==> config.mk <==
export PLATFORM = sky130hd
export DESIGN_NAME = ldt_rom
export DESIGN_NICKNAME = d
export VERILOG_FILES = /design/src/rtl/ldt_pkg.sv /design/src/rtl/ldt_base_rom.sv /design/src/rtl/ldt_delta_rom.sv /design/src/rtl/ldt_merge.sv /design/src/rtl/ldt_rom.sv
export SDC_FILE = /design/constraint.sdc
export NUM_CORES = 1
export LEC_CHECK = 0
export BUFFER_PORTS_ARGS = -buffer_cell sky130_fd_sc_hd__buf_2
export CORE_ASPECT_RATIO = 1.75
export CORE_MARGIN = 3
export CORE_UTILIZATION = 44
export DETAILED_ROUTE_END_ITERATION = 6
export GPL_ROUTABILITY_DRIVEN = 1
export PLACE_DENSITY = 0.76
export SLEW_MARGIN = 0
export SYNTH_ARGS = -nofsm -noshare
export SYNTH_HDL_FRONTEND = slang
export SYNTH_SLANG_ARGS = --single-unit
==> constraint.sdc <==
create_clock -name clk -period 3.9 [get_ports clk]
set_clock_uncertainty 0.2 [all_clocks]
set_input_delay 0.585 -clock clk [delete_from_list [all_inputs] [get_ports clk]]
set_output_delay 0.585 -clock clk [all_outputs]
set_load 0.02 [all_outputs]
==> src/rtl/ldt_pkg.sv <==
package ldt_pkg;

    // Reference function: base offset plus a gently curving term (slope below 3/4).
    function automatic int unsigned ldt_ref(int unsigned a, int unsigned addr_w,
                                            int unsigned res_w);
        longint unsigned n;
        longint unsigned v;
        n = longint'(1) << addr_w;
        v = n / 4 + (longint'(a) * (3 * n - longint'(a))) / (4 * n);
        return int'(v & ((longint'(1) << res_w) - 1));
    endfunction

    // Base row for slice b: slice minimum with the pass-through bits dropped.
    function automatic int unsigned ldt_base(int unsigned b, int unsigned addr_w,
                                             int unsigned res_w, int unsigned slice_bits,
                                             int unsigned hi_w);
        int unsigned lo_val;
        int unsigned cur;
        lo_val = ldt_ref(b << slice_bits, addr_w, res_w);
        for (int unsigned j = 1; j < (1 << slice_bits); j++) begin
            cur = ldt_ref((b << slice_bits) + j, addr_w, res_w);
            if (cur < lo_val) lo_val = cur;
        end
        return lo_val >> (res_w - hi_w);
    endfunction

    // Full-width difference between an entry and its scaled base row.
    function automatic int unsigned ldt_delta(int unsigned a, int unsigned addr_w,
                                              int unsigned res_w, int unsigned slice_bits,
                                              int unsigned hi_w);
        int unsigned base;
        base = ldt_base(a >> slice_bits, addr_w, res_w, slice_bits, hi_w);
        return ldt_ref(a, addr_w, res_w) - (base << (res_w - hi_w));
    endfunction

endpackage

==> src/rtl/ldt_base_rom.sv <==
module ldt_base_rom #(
    parameter int ADDR_W     = 8,
    parameter int RES_W      = 8,
    parameter int SLICE_BITS = 3,
    parameter int HI_W       = 7
) (
    input  logic [ADDR_W-SLICE_BITS-1:0] slice_idx,
    output logic [HI_W-1:0]              base
);
    localparam int ROWS = 1 << (ADDR_W - SLICE_BITS);

    logic [HI_W-1:0] rows [ROWS];

    for (genvar i = 0; i < ROWS; i++) begin : g_row
        assign rows[i] = HI_W'(ldt_pkg::ldt_base(i, ADDR_W, RES_W, SLICE_BITS, HI_W));
    end

    assign base = rows[slice_idx];
endmodule

==> src/rtl/ldt_delta_rom.sv <==
module ldt_delta_rom #(
    parameter int ADDR_W     = 8,
    parameter int RES_W      = 8,
    parameter int SLICE_BITS = 3,
    parameter int HI_W       = 7,
    parameter int LO_W       = 3
) (
    input  logic [ADDR_W-1:0] addr,
    output logic [LO_W-1:0]   delta
);
    localparam int ROWS = 1 << ADDR_W;

    logic [LO_W-1:0] rows [ROWS];

    for (genvar i = 0; i < ROWS; i++) begin : g_row
        assign rows[i] = LO_W'(ldt_pkg::ldt_delta(i, ADDR_W, RES_W, SLICE_BITS, HI_W));
    end

    assign delta = rows[addr];

    // every stored difference must fit the narrow width
    initial begin
        for (int i = 0; i < ROWS; i++) begin
            p_delta_fits_r2: assert (ldt_pkg::ldt_delta(i, ADDR_W, RES_W, SLICE_BITS, HI_W)
                                     < (1 << LO_W))
                else $error("delta row %0d exceeds %0d bits", i, LO_W);
        end
    end
endmodule

==> src/rtl/ldt_merge.sv <==
module ldt_merge #(
    parameter int RES_W = 8,
    parameter int HI_W  = 7,
    parameter int LO_W  = 3
) (
    input  logic [HI_W-1:0]  base,
    input  logic [LO_W-1:0]  delta,
    output logic [RES_W-1:0] value,
    output logic             carry
);
    localparam int PASS_W = RES_W - HI_W;

    logic [HI_W:0] upper;

    // Only the overlapping delta bits enter the HI_W-bit adder.
    assign upper = {1'b0, base} + (HI_W + 1)'(delta >> PASS_W);
    assign carry = upper[HI_W];

    if (PASS_W > 0) begin : g_pass
        assign value = {upper[HI_W-1:0], delta[PASS_W-1:0]};
    end else begin : g_nopass
        assign value = upper[HI_W-1:0];
    end
endmodule

==> src/rtl/ldt_rom.sv <==
module ldt_rom #(
    parameter int ADDR_W     = 8,
    parameter int RES_W      = 8,
    parameter int SLICE_BITS = 3,
    parameter int HI_W       = 7,
    parameter int LO_W       = 3,
    parameter bit REG_OUT    = 1'b1
) (
    input  logic              clk,
    input  logic              rst,
    input  logic [ADDR_W-1:0] addr,
    output logic [RES_W-1:0]  result
);
    localparam int IDX_W  = ADDR_W - SLICE_BITS;
    localparam int PASS_W = RES_W - HI_W;

    logic [HI_W-1:0]  base;
    logic [LO_W-1:0]  delta;
    logic [RES_W-1:0] merged;
    logic             carry;

    ldt_base_rom #(
        .ADDR_W(ADDR_W), .RES_W(RES_W), .SLICE_BITS(SLICE_BITS), .HI_W(HI_W)
    ) u_base (
        .slice_idx(addr[ADDR_W-1:SLICE_BITS]),
        .base     (base)
    );

    ldt_delta_rom #(
        .ADDR_W(ADDR_W), .RES_W(RES_W), .SLICE_BITS(SLICE_BITS), .HI_W(HI_W), .LO_W(LO_W)
    ) u_delta (
        .addr (addr),
        .delta(delta)
    );

    ldt_merge #(
        .RES_W(RES_W), .HI_W(HI_W), .LO_W(LO_W)
    ) u_merge (
        .base (base),
        .delta(delta),
        .value(merged),
        .carry(carry)
    );

    // the scaled base row never exceeds the entry it serves
    p_base_below_r1: assert property (@(posedge clk) disable iff (rst)
        ({1'b0, base, PASS_W'(0)} <= (RES_W + 1)'(ldt_pkg::ldt_ref(addr, ADDR_W, RES_W))));

    // the narrow adder never carries out of the result width
    p_no_overflow_r4: assert property (@(posedge clk) disable iff (rst) carry == 1'b0);

    // rebuilt value matches the reference entry
    p_merge_exact_r3: assert property (@(posedge clk) disable iff (rst)
        merged == RES_W'(ldt_pkg::ldt_ref(addr, ADDR_W, RES_W)));

    if (REG_OUT) begin : g_reg
        logic [RES_W-1:0] result_q;

        always_ff @(posedge clk) begin
            if (rst) result_q <= '0;
            else     result_q <= merged;
        end

        assign result = result_q;

        // the registered output shows the entry of the previously presented address
        p_latency_r5: assert property (@(posedge clk) disable iff (rst)
            !$past(rst) |-> result == RES_W'(ldt_pkg::ldt_ref($past(addr), ADDR_W, RES_W)));
    end else begin : g_comb
        assign result = merged;

        // the combinational variant follows the address directly
        p_comb_exact_r7: assert property (@(posedge clk) disable iff (rst)
            result == RES_W'(ldt_pkg::ldt_ref(addr, ADDR_W, RES_W)));
    end
endmodule

==> flow_summary.toml <==
[die]
ioPinCount = 18
initial_core_util_pct = 47.0
core_area_um2 = 4020
num_rows = 30
dieHeight_um = 92.7
die_w_um = 55.5
dieArea_um2 = 5150

[logic_synthesis]
synth_warnings = 0
synth_most_common_cell = "a21oi_1"
synth.ff_latch_count = 8
netlist-cell-type-count = 59
synthFlopType = "dfxtp_1"
ys_seq_area_share_pct = 8.48
yosys.area.top_type = "ha_1"
syn_inst = 270
synth_edf_count = 0
synth_top_area_share_pct = 11.3
synth_common_cells = "a21oi_1, nand2_1, clkbuf_1, ha_1, nor2_1"
syn_nets = 298
netlist_area_um2 = 1890
synth_area_per_cell_um2 = 7.00
async_flop_share_pct = 0
netlist_top_cells_area = "ha_1, dfxtp_1, a21oi_1"

[clocking]
ctsHoldBuffers = 0
cts_buffers = 3
cts_tree = "built"
clock_sinks = 8
cts_buffer_depth = 2
path_clk_slew_ns = 0.04
h-tree-depth = 1
root_buffer = "clkbuf_8"
post_cts_buffers = 0

[finish]
fin_cells = 333
multiInputGateArea_um2 = 1560
layout-drive-gt1-share_pct = 19.3
largest_reg_flops = 8
ff_latch_area_um2 = 160
design.final.nets = 315
fin_util_pct = 52.9
fillers = 419
antenna_cells = 0
syn_to_final_growth_pct = 12.4

[routing]
vias = 2095
wl_per_cell_um = 16.4
wirelength_mm = 5.46
postRouteAntennaNets = 0
routed_via_density = 6.29
route.detailed.drc = 0
dr.pass1.iters = 4
drtIter0Drc = 53

[critical_path]
cp_max_fo = 7
required_ns = 3.86
worst_path_max_delay_cell = "or4_1"
worst_setup_path_end_kind = "register"
max_stage_delay_ns = 0.53
start_kind = "input port"
critical_path_class = "in -> reg"
critPathArrivalTime_ns = 3.59
path_cells = "buf_2 > inv_1 > ha_1 > nor2b_1 > o21a_1 > a2111oi_1 > a2111oi_0 > a211oi_1 > ha_1 > inv_1 > fa_1 > or4_1 > a21oi_1"

[place]
hpwl_mm = 4.20
dp_cells = 330
place.gp.congestion = 0.948
portBuffers = 17

[sta]
final.period_utilization_pct = 93.2
worst_pin_slew_ns = 0.578
min_period_ns = 3.63
drv_slew = 0
fin_tns_setup_ns = 0
max-slew-margin-rel_pct = 60.9
fmax_mhz = 275
setup_viol = 0
rsz0062_at_grt = "false"
hold_viol = 0

[outcome]
outcome = "finished, final reports clean"

[job]
drv_cap = 0

[global_route]
grt_pass1_vias = 1910
grtUsageTotal_pct = 21.2
grt_max_degree = 27
grt_overflow_total = 0
grt_first_pass_wirelength_mm = 8.84
antenna_found_initial = 0

[power]
power.total_w = 0.000451
powerDensity_nw_per_um2 = 212
irDropWorstVdd_uv = 165
p_leak_nw = 0.918

[hold_path]
min_path_cells = 2
min_path_type = "in -> reg"
repair_timing:
item,in CTS,in global routing
resized for setup,0,1
endpoints found under the hold margin,0,0
setup endpoints to repair,0,1
path summary, 6_finish.rpt:
path,from,end,slack (ns)
hold / removal,rst,result[2]$_SDFF_PP0_,0.44
setup / recovery,addr[0],result[7]$_SDFF_PP0_,0.27
stage by stage:
| stage | hold slack (ns) | area [um2] | worst slack (ns) |
|---|---|---|---|
| after CTS | 0.441 | 2120 | 0.218 |
| after global placement | 0.668 | 2080 | 0.0610 |
| final | 0.443 | 2120 | 0.267 |
| after floorplan | 0.662 | 1890 | 0.0808 |
| after global routing | 0.457 | 2120 | 0.00454 |
| after detailed placement | 0.667 | 2080 | -0.00442 |
cells by family (layout without fill, tap and decap cells):
family	after synthesis	in the layout	share of synthesized area (%)
adder cells (fa/ha/maj)	19	19	12.8
flip-flops	8	8	8.48
AO/OA/AOI/OAI	95	95	34.1
buffers and inverters	39	54	8.81
AND/OR/NAND/NOR	92	92	26.1
XOR/XNOR	3	3	1.39
multiplexers	14	14	8.28
layout by cell type, fill, tap and decap left out, types with 3 or more instances in the layout:
cell type / netlist / final
inv_1: 8 / 8
o21a_1: 3 / 3
ha_1: 17 / 17
a221oi_1: 3 / 3
buf_4: 0 / 22
a21o_1: 4 / 4
nand2_1: 20 / 20
dfxtp_1: 8 / 8
o21ai_0: 16 / 16
clkbuf_8: 0 / 3
nor3b_1: 6 / 6
or2_2: 5 / 5
xnor2_1: 3 / 3
a31oi_1: 3 / 3
buf_2: 8 / 17
nor2b_1: 16 / 16
nor2_1: 17 / 17
a211oi_1: 6 / 6
o22ai_1: 4 / 4
mux2_2: 3 / 3
a21oi_1: 23 / 23
o31ai_1: 4 / 4
nand2b_1: 7 / 7
o211ai_1: 6 / 6
nor3_1: 7 / 7
mux2i_1: 10 / 10
layout make-up:
class / count / area share [%]
repair buffers: 39 / 11.8
well taps: 48 / 2.83
inverters: 12 / 2.24
flip-flops and latches: 8 / 7.54
multi-input cells: 223 / 73.7
clock buffers: 3 / 1.94
worst max-delay path, delay by kind of cell:
| kind | cells | cell delay (ns) |
|---|---|---|
| buf+inv | 3 | 0.28 |
| compound gates | 5 | 1.12 |
| fa+ha+maj | 3 | 0.89 |
| simple gates | 2 | 0.72 |
layer usage:
| layer | GRT usage (%) | up-vias | share of wire, % |
|---|---|---|---|
| li1 | - | 1033 | - |
| met1 | 20.6 | 966 | 37 |
| met2 | 39.4 | 67 | 52 |
| met3 | 2.23 | 29 | 3.5 |
| met4 | 17.0 | 0 | 7.0 |
| met5 | 0 | - | 0 |
power breakdown:
part / total [W] / switching, W / internal [W]
clock network: 0.0000985 / 0.0000317 / 0.0000668
registers: 0.0000950 / 0.00000213 / 0.0000929
logic: 0.000257 / 0.000151 / 0.000106
No activity file was read; power rests on OpenSTA's default activity.
